$ cat src/rtl/bchk_pkg.sv
package bchk_pkg;

    localparam int OP_W   = 32;
    localparam int BYTE_W = 8;
    localparam int HALF_W = 16;
    localparam int NUM_OPS = 3;   // value, lower bound, upper bound

    typedef enum logic [1:0] {
        SZ_BYTE = 2'b00,
        SZ_HALF = 2'b01,
        SZ_FULL = 2'b10,
        SZ_FULL2 = 2'b11
    } opsize_e;

    typedef struct packed {
        logic x;
        logic n;
        logic z;
        logic v;
        logic c;
    } ccr_t;

    typedef struct packed {
        logic hit_bound;
        logic outside;
    } cmp_res_t;

    function automatic logic [OP_W-1:0] widen_op(
        input logic [OP_W-1:0] raw,
        input opsize_e         sz,
        input logic            do_sext
    );
        logic [OP_W-1:0] r;
        r = raw;
        if (do_sext) begin
            unique case (sz)
                SZ_BYTE: r = {{(OP_W-BYTE_W){raw[BYTE_W-1]}}, raw[BYTE_W-1:0]};
                SZ_HALF: r = {{(OP_W-HALF_W){raw[HALF_W-1]}}, raw[HALF_W-1:0]};
                default: r = raw;
            endcase
        end
        return r;
    endfunction

endpackage

$ cat src/rtl/bchk_widen.sv
module bchk_widen
    import bchk_pkg::*;
#(
    parameter int W = OP_W
) (
    input  logic [W-1:0] raw_i,
    input  opsize_e      size_i,
    input  logic         sext_i,
    output logic [W-1:0] wide_o
);

    always_comb begin
        wide_o = widen_op(raw_i, size_i, sext_i);
    end

    always_comb begin

        addr_full_chk: assert (sext_i || (wide_o == raw_i));

        if (sext_i && size_i == SZ_BYTE)
            byte_sext_chk: assert (($signed(wide_o) >= -128) && ($signed(wide_o) <= 127));
    end

endmodule

$ cat src/rtl/bchk_range.sv
module bchk_range
    import bchk_pkg::*;
#(
    parameter int W = OP_W
) (
    input  logic [W-1:0] val_i,
    input  logic [W-1:0] lo_i,
    input  logic [W-1:0] hi_i,
    output cmp_res_t     res_o
);

    logic [W-1:0] off_val;
    logic [W-1:0] span;
    logic [W:0]   chk_diff;

    always_comb begin
        off_val  = val_i - lo_i;
        span     = hi_i - lo_i;
        chk_diff = {1'b0, span} - {1'b0, off_val};
        res_o.outside   = chk_diff[W];
        res_o.hit_bound = (off_val == '0) || (chk_diff[W-1:0] == '0);
    end

    always_comb begin

        if (val_i == lo_i || val_i == hi_i)
            z_bound_chk: assert (res_o.hit_bound);

        if ($signed(lo_i) <= $signed(hi_i) && $signed(val_i) >= $signed(lo_i)
            && $signed(val_i) <= $signed(hi_i))
            inside_nc_chk: assert (!res_o.outside);
    end

endmodule

$ cat src/rtl/bchk_flags.sv
module bchk_flags
    import bchk_pkg::*;
(
    input  ccr_t     ccr_i,
    input  cmp_res_t res_i,
    output ccr_t     ccr_o
);

    always_comb begin
        ccr_o   = ccr_i;
        ccr_o.z = res_i.hit_bound;
        ccr_o.c = res_i.outside;
    end

endmodule

$ cat src/rtl/bounds_check_unit.sv
module bounds_check_unit
    import bchk_pkg::*;
(
    input  logic            clk,
    input  logic            rst,
    input  logic [OP_W-1:0] reg_val_i,
    input  logic            is_addr_i,
    input  logic [1:0]      size_i,
    input  logic [OP_W-1:0] bound_lo_i,
    input  logic [OP_W-1:0] bound_hi_i,
    input  logic [4:0]      ccr_i,
    output logic [4:0]      ccr_o,
    output logic            out_of_range_o
);

    opsize_e         sz;
    logic [OP_W-1:0] raw_ops  [NUM_OPS];
    logic            sext_ops [NUM_OPS];
    logic [OP_W-1:0] wide_ops [NUM_OPS];
    cmp_res_t        cmp_res;
    ccr_t            ccr_in_s;
    ccr_t            ccr_nx;
    ccr_t            ccr_q;
    logic            oor_q;
    logic            primed_q;

    assign sz          = opsize_e'(size_i);
    assign raw_ops[0]  = reg_val_i;
    assign raw_ops[1]  = bound_lo_i;
    assign raw_ops[2]  = bound_hi_i;
    assign sext_ops[0] = ~is_addr_i;
    assign sext_ops[1] = 1'b1;
    assign sext_ops[2] = 1'b1;
    assign ccr_in_s    = ccr_t'(ccr_i);

    for (genvar k = 0; k < NUM_OPS; k++) begin : g_widen
        bchk_widen #(.W(OP_W)) u_widen (
            .raw_i  (raw_ops[k]),
            .size_i (sz),
            .sext_i (sext_ops[k]),
            .wide_o (wide_ops[k])
        );
    end

    bchk_range #(.W(OP_W)) u_range (
        .val_i (wide_ops[0]),
        .lo_i  (wide_ops[1]),
        .hi_i  (wide_ops[2]),
        .res_o (cmp_res)
    );

    bchk_flags u_flags (
        .ccr_i (ccr_in_s),
        .res_i (cmp_res),
        .ccr_o (ccr_nx)
    );

    always_ff @(posedge clk) begin
        if (rst) begin
            ccr_q    <= '0;
            oor_q    <= 1'b0;
            primed_q <= 1'b0;
        end else begin
            ccr_q    <= ccr_nx;
            oor_q    <= cmp_res.outside;
            primed_q <= 1'b1;
        end
    end

    assign ccr_o          = ccr_q;
    assign out_of_range_o = oor_q;


    xnv_pass_chk: assert property (@(posedge clk) disable iff (rst)
        primed_q |-> (ccr_o[4] == $past(ccr_i[4]) && ccr_o[3] == $past(ccr_i[3])
                      && ccr_o[1] == $past(ccr_i[1])));


    oor_agree_chk: assert property (@(posedge clk) disable iff (rst)
        out_of_range_o == ccr_o[0]);


    reset_clear_chk: assert property (@(posedge clk)
        $past(rst) |-> (ccr_o == 5'd0 && !out_of_range_o));

endmodule

$ cat config.mk
export PLATFORM = sky130hd
export DESIGN_NAME = bounds_check_unit
export DESIGN_NICKNAME = d
export VERILOG_FILES = /design/src/rtl/bchk_pkg.sv /design/src/rtl/bchk_widen.sv /design/src/rtl/bchk_range.sv /design/src/rtl/bchk_flags.sv /design/src/rtl/bounds_check_unit.sv
export SDC_FILE = /design/constraint.sdc
export NUM_CORES = 1
export LEC_CHECK = 0
export ABC_CLOCK_PERIOD_IN_PS = 16300
export BUFFER_PORTS_ARGS = -buffer_cell sky130_fd_sc_hd__buf_2
export CORE_MARGIN = 2
export CORE_UTILIZATION = 50
export DETAILED_ROUTE_END_ITERATION = 8
export GPL_TIMING_DRIVEN = 1
export PLACE_DENSITY = 0.8
export SLEW_MARGIN = 0
export SYNTH_ARGS = -nofsm -noshare
export SYNTH_HDL_FRONTEND = slang
export SYNTH_SLANG_ARGS = --single-unit
$ cat constraint.sdc
create_clock -name clk -period 16.3 [get_ports clk]
set_clock_uncertainty 0.05 [all_clocks]
set_input_delay 1.63 -clock clk [delete_from_list [all_inputs] [get_ports clk]]
set_output_delay 1.63 -clock clk [all_outputs]
set_load 0.02 [all_outputs]
## Word level (Yosys, flattened, before mapping)

Cells that the tools add are included.

- Bits in registers: 5
- Bits of input ports: 106
- Output and inout port bits: 6
- Logic and storage cells: 17

- Add/subtract/negate cells: 3
- Equality and inequality tests: 1
- Muxes and demuxes: 4
- Reduce and logical (&&, ||, !) cells: 4

Operator list:

| kind | number |
|---|---|
| one-hot mux 32 bit (2 select lines) | 3 |
| logical NOT 32 bit | 2 |
| subtractor 32 bit | 2 |
| subtractor 32 x 32 -> 33 bit | 1 |
| two-way mux 32 bit | 1 |
| equality test 2 x 1 -> 1 bit (second input constant) | 1 |
| logical NOT 2 bit | 1 |
| logical OR 1 bit | 1 |

## Logic depth before layout (Yosys ltp)

Gate-level depths: netlist (run 1).

- Depth in word-level cells: 7
- Gate-level depth with buffers: 32
- Gate-level depth less buffers: 29

## Hierarchy

From an unflattened synthesis (run 1), not the netlist that was laid out.

- Cells, all modules: 915
- Area, all modules: 6412.4 µm²

Modules (own cells, without submodules):

| module | instances | cells an instance | area each (µm²) |
|---|---|---|---|
| bchk_range | 1 | 725 | 4937.2 |
| bchk_widen | 3 | 57 | 424.2 |
| bounds_check_unit | 1 | 14 | 165.2 |
| bchk_flags | 1 | 5 | 37.5 |

## Worst setup path after synthesis (run 1)

Ideal clock, no wire load.

- Path type: input to register
- Start point: in size_i[1]
- End point: reg ccr_q, in the netlist ccr_o[2]
- Arrival time: 7.616 ns
- Data required time: 16.162 ns
- Setup slack: 8.546 ns
- Stages: 32
- Cells stage by stage: clkbuf_1 > or2_2 > clkbuf_1 > clkbuf_1 > o21ai_0 > nand2_1 > ha_1 > clkbuf_1 > a21oi_1 > o21ai_0 > a21oi_1 > nand2_1 > o31a_1 > a31o_2 > a31oi_2 > o21ai_0 > a31o_2 > xor2_1 > inv_1 > ha_1 > nand2b_1 > o32ai_1 > a211oi_1 > nand4_1 > or4_1 > a2111oi_0 > o2111ai_1 > nor4_1 > nand4_1 > nor4_1 > o2111ai_1 > o32ai_2

- Word-level cells in the longest chain between the ends: 7
- Elaborated cells between the ends (all ways): 12

Ends and longest elaborated chain:

| item | line | RTL |
|---|---|---|
| start: declaration | bounds_check_unit.sv:8 | `input logic [1:0] size_i,` |
| equality test 2 x 1 -> 1 bit / logical NOT 2 bit (equally long branches) | bchk_pkg.sv:36 | `unique case (sz)` |
| one-hot mux 32 bit (2 select lines) | bchk_pkg.sv:36 |  |
| two-way mux 32 bit | bchk_pkg.sv:35 | `if (do_sext) begin` |
| subtractor 32 bit | bchk_range.sv:17 | `off_val = val_i - lo_i;` |
| subtractor 32 x 32 -> 33 bit | bchk_range.sv:19 | `chk_diff = {1'b0, span} - {1'b0, off_val};` |
| logical NOT 32 bit | bchk_range.sv:21 | `res_o.hit_bound = (off_val == '0) \|\| (chk_diff[W-1:0] == '0);` |
| logical OR 1 bit * | bchk_range.sv:21 |  |
| end signal: assignment | bounds_check_unit.sv:64 | `ccr_q <= ccr_nx;` |
| end: declaration | bounds_check_unit.sv:23 | `ccr_t ccr_q;` |

Every way passes the cells marked *; elsewhere a longest branch is shown, timed or not.
A chain may end at the register's enable or synchronous reset.

## Final worst setup path (run 1)

Ends and elaborated chain as after synthesis.

==> summary.txt, run 1 <==
slew margin rel.: 46.8%
CP max stage delay: 550 ps
switching power: 0.000398 W
Synth top area share: 20.3%
Die Span X: 111 um
family with the most delay on the worst path: compound AO/OA/AOI/OAI gates
P&R area growth vs syn: 12.6%
Data required, critical path: 16390 ps
nets: 1127
Post-synth EDFFs: 0
DP HPWL: 12.6 mm
total nets after synthesis: 1036
Mapped Cells: 835
Core Rows: 38
Seq cells post-synth: 5
Final Non-Filler Cells: 1065
Cell Area, Synth: 5680 um^2
Crit Path Category: input pin to flip-flop
drt pass-1 iters: 7
RSZ-0062 raised after global routing: no
worst path bufs/invs: 1
CTS tree: yes
setup bufs post-CTS: 0
Final Hold Fails: 0
setup ws final: 7470 ps
sw frac: 54.3%
synth top area cells: ha_1 20%, a21oi_1 9.8%, xnor2_1 6.0%
initial antenna violation count: 0
YS warnings: 0
largest net degree at the start of global routing: 43
Seq pwr share: 2.0%
slowest CP cell: buf_2
syn_area_per_cell: 6.80 um^2
Clk network pwr share: 5.5%
Slew @ Worst Pin: 798 ps
drt wl/cell: 13.9 um
Netlist cell types: 72
Initial Util: 51.9%
Buffers on Ports: 109
Worst Path Arrival: 8910 ps
final setup violating endpoints: 0
sequential fraction of the synthesis area: 1.76%
DRC errors left: 0
clk buf depth: 2
total die area: 12200 um^2
post-route antenna net violation count: 0
Pwr per Cell Area: 115 nW/um^2
die height: 111 um
vias per std cell: 5.94
Core Footprint: 10900 um^2
Initial DRC Count: 370
PostCTS Resize Cnt: 0
H-tree depth: 1
I/O pin total: 112
vias: 6321
CP Capture Type: flip-flop
max-cap violations: 0
Setup TNS: 0 ps
leading area contributor after synthesis: ha_1
# clock sinks: 5
clk root buf: clkbuf_16
number of buffers created by CTS: 3
period utilisation layout: 54.1%
n_diodes: 0
Routed Wire Length: 14.8 mm
worst hold path type: input pin to flip-flop
vias in the first global route: 5662
Max Clk Rate: 0.113 GHz
Congestion Overflow GR: 0
fin crit period: 8830 ps
routability cong.: 0.930
ys async rst share: 0%
Max VDD drop: 0.0740 mV
Post-Place Worst Slack: 7430 ps
cell total after placement: 1061
crit path max fanout: 42
combinational power share: 92.5%
status: finished clean
Total Power: 0.000733 W
layout cell share with drive strength beyond 1: 14.9%
Int Pwr: 0.000335 W
Primary FF master, synth: dfxtp_1
CTS Hold Bufs: 0
Final Max Slew Viols: 0
GRT Util Overall: 23.1%
crit start category: input pin
static leakage: 3.14 nW
Clk pin slew, worst setup/hold paths: 30 ps
first-pass GRT wire length: 25.0 mm
## cells in the final DEF (no fill, tap or decap), drive strengths merged, types with 5 or more instances in the layout
| cell type | instances |
|---|---|
| nor2 | 44 |
| buf | 111 |
| mux2i | 7 |
| a21o | 39 |
| o21a | 13 |
| a211oi | 11 |
| inv | 63 |
| xor2 | 27 |
| nand2b | 19 |
| nand3 | 18 |
| o22ai | 5 |
| nand4 | 11 |
| and4 | 5 |
| o21ai | 64 |
| xnor2 | 40 |
| ha | 92 |
| a31oi | 12 |
| o211ai | 6 |
| o31a | 6 |
| o21bai | 8 |
| nand2 | 80 |
| a221oi | 6 |
| dfxtp | 5 |
| nor3 | 14 |
| nor2b | 17 |
| or2 | 8 |
| o31ai | 6 |
| and3 | 8 |
| a21oi | 111 |
## cell usage after synthesis, types with 19 or more instances
cell      count
ha_1         92
nor2_1       44
inv_1        63
xnor2_1      39
nand2b_1     19
nand2_1      80
a21oi_1     111
xor2_1       27
a21o_1       39
o21ai_0      57
## power groups by stage
stage	Combinational [W]	Sequential [W]	Clock, W
3_3_place_gp	0.000661	0.0000146	0
5_1_grt	0.000757	0.0000147	0.0000419
3_5_place_dp	0.000667	0.0000147	0
6_report	0.000678	0.0000145	0.0000404
4_1_cts	0.000670	0.0000145	0.0000410
2_1_floorplan	0.000534	0.0000170	0
## final cells by class
class	count	area (um^2)
clock buffers	4	78.8
fillers	1086	4540
inverters	63	236
multi-input cells	742	5240
flip-flops and latches	5	100
well taps	140	175
repair buffers	111	561
## routing by layer
layer  wire [um]  GRT usage (%)
met3         563          0.768
met1        6990           31.6
met2        6970           40.2
met4         238           4.92
met5           0              0
## registers in the layout, indices dropped and copies added (netlist names)
name / flops
ccr_o: 4
out_of_range_o: 1
## worst paths after layout
check,startpoint,depth (start not counted),slack [ps],end
worst max-delay path,size_i[1],30,7470,ccr_o[2]
worst min-delay path,ccr_i[3],2,1560,ccr_o[3]
## per-stage QoR
stage | util [%] | area (um^2) | hold WS (ps)
detailed placement | 57.7 | 6310 | 1800
CTS | 58.4 | 6390 | 1560
global route | 58.4 | 6390 | 1570
global placement | 57.7 | 6310 | 1790
finish | 58.4 | 6390 | 1560
floorplan | - | 5680 | 1650
## cells by family (layout without fill, tap and decap cells)
| group | Yosys count | in the layout | synth area share, % |
|---|---|---|---|
| AO/OA/AOI/OAI | 326 | 326 | 37.1 |
| AND/OR/NAND/NOR | 247 | 247 | 22.1 |
| adder cells (fa/ha/maj) | 95 | 95 | 21.3 |
| buffers and inverters | 88 | 178 | 6.00 |
| XOR/XNOR | 67 | 67 | 10.5 |
| multiplexers | 7 | 7 | 1.23 |
| flip-flops | 5 | 5 | 1.76 |
No activity file was read; power rests on OpenSTA's default activity.
==> run 2: changes to the inputs <==
- ABC_CLOCK_PERIOD_IN_PS: 16300 -> 7400
- PLACE_DENSITY: 0.8 -> 0.83
- clock period: 16.3 -> 7.4 ns (I/O delays scaled with it)
==> run 2 against run 1 <==
- clock power grew 120%
- design area increased by 3.4%
- sequential power rose by 120%
- cell count up 2.3%
- largest cell class unchanged
- largest power group unchanged
- highest routed layer unchanged
==> summary.txt, run 2 (synthesized netlist as in run 1, its figures left out) <==
Data required, critical path: 7480 ps (-8910 ps)
Initial DRC Count: 446 (+21%)
period utilisation layout: 94.3%
vias in the first global route: 5909 (+4.4%)
n_diodes: 0 (unchanged)
largest net degree at the start of global routing: 37 (-14%)
P&R area growth vs syn: 16.5%
drt wl/cell: 13.8 um (-0.14%)
Worst Hold Depth: 2 (unchanged)
Core Rows: 38 (unchanged)
first-pass GRT wire length: 25.3 mm (+0.94%)
clk buf depth: 2 (unchanged)
Max Clk Rate: 0.143 GHz
total die area: 12200 um^2 (unchanged)
die height: 111 um (unchanged)
Crit Path Category: input pin to flip-flop
vias per std cell: 5.91 (-0.38%)
initial antenna violation count: 0 (unchanged)
nets: 1152 (+2.2%)
post-route antenna net violation count: 0 (unchanged)
max-cap violations: 0 (unchanged)
status: finished clean
Max VDD drop: 0.199 mV (+170%)
crit start category: input pin
CTS tree: yes
crit path max fanout: 9 (-79%)
static leakage: 3.27 nW (+3.9%)
layout cell share with drive strength beyond 1: 17.7% (+2.8 points)
DRC errors left: 0 (unchanged)
CP max stage delay: 520 ps (-30 ps)
Die Span X: 111 um (unchanged)
slew margin rel.: 52.6% (+5.8 points)
family with the most delay on the worst path: compound AO/OA/AOI/OAI gates
Initial Util: 51.9% (unchanged)
Clk pin slew, worst setup/hold paths: 30 ps (about the same)
Fin Hold WS: 678 ps (-886 ps)
Hold Startpoint: ccr_i[4]
H-tree depth: 1 (unchanged)
Buffers on Ports: 109 (unchanged)
Slew @ Worst Pin: 711 ps (-87.3 ps)
CP Capture Type: flip-flop
Total Power: 0.00167 W (+130%)
max reg flops: 4 (unchanged)
Final Hold Fails: 0 (unchanged)
GRT Util Overall: 23.2% (+0.12 points)
routability cong.: 0.919 (-1.2%)
final setup violating endpoints: 0 (unchanged)
Core Footprint: 10900 um^2 (unchanged)
Congestion Overflow GR: 0 (unchanged)
# clock sinks: 5 (unchanged)
number of buffers created by CTS: 3 (unchanged)
slowest CP cell: or4_1
drt pass-1 iters: 6 (-1)
fin crit period: 6980 ps
I/O pin total: 112 (unchanged)
Worst Path Arrival: 7060 ps (-1850 ps)
Final Max Slew Viols: 0 (unchanged)
most common cell after layout, fill and taps aside: a21oi_1
clk root buf: clkbuf_16
vias: 6445 (+2.0%)
DP HPWL: 12.8 mm (+0.93%)
hold endpoint: ccr_o[4]
Pwr per Cell Area: 253 nW/um^2 (+120%)
Routed Wire Length: 15.1 mm (+2.2%)
commonest cells after routing, fill and taps aside: 110 x a21oi_1, 109 x buf_2, 92 x ha_1, 80 x nand2_1, 63 x inv_1
worst path bufs/invs: 4 (+3)
worst hold path type: input pin to flip-flop
[run 2: cell count changes in the layout (fill, tap and decap cells not counted), sizes merged]
cell,before,now
buf,111,136
[run 2: layout make-up]
| cell class | count | area (um^2) |
|---|---|---|
| clock buffers | 4 | 78.8 |
| multi-input cells | 742 | 5270 |
| repair buffers | 136 | 748 |
| inverters | 63 | 236 |
| fillers | 1033 | 4330 |
| well taps | 140 | 175 |
| flip-flops and latches | 5 | 100 |
[run 2: routing by layer]
metal	track usage (%)	share of wire (%)
met3	1.98	4.9
met1	31.2	46
met4	5.33	1.6
met5	0	0
met2	40.1	47
[run 2: worst max-delay path by stage]
stage / depth (start not counted) / from / endpoint / slack, ps
after detailed placement: 29 / size_i[1] / ccr_o[2] / 30
after floorplan: 32 / size_i[1] / ccr_o[2] / 540
after CTS: 29 / size_i[1] / ccr_o[2] / 260
after global placement: 29 / size_i[1] / ccr_o[2] / 180
after global routing: 27 / size_i[0] / ccr_o[2] / -40
final: 27 / size_i[0] / ccr_o[2] / 420
[run 2: where the power goes]
group	internal (W)	switching [W]
clock	0.0000712	0.0000162
combinational	0.000671	0.000884
sequential	0.0000309	0.00000119
[run 2: metrics by stage]
| stage | instance area, um^2 | TNS, ps | setup WS, ps | instances | utilization, % |
|---|---|---|---|---|---|
| 6_report | 6610 | 0 | 422 | 1090 | 60.4 |
| 5_1_grt | 6610 | -39.6 | -39.6 | 1090 | 60.4 |
| 4_1_cts | 6570 | 0 | 257 | 1089 | 60.1 |
| 3_5_place_dp | 6490 | 0 | 33.1 | 1085 | 59.4 |
| 3_3_place_gp | 6490 | 0 | 181 | 1085 | 59.4 |
| 2_1_floorplan | 5680 | 0 | 536 | 835 | - |
[run 2: what timing repair did]
action / in CTS / in global routing
hold buffers: 0 / 0
buffers inserted: 0 / 1
hold endpoints to repair: 0 / 0
setup endpoints to repair: 0 / 1
gates resized for setup: 0 / 8
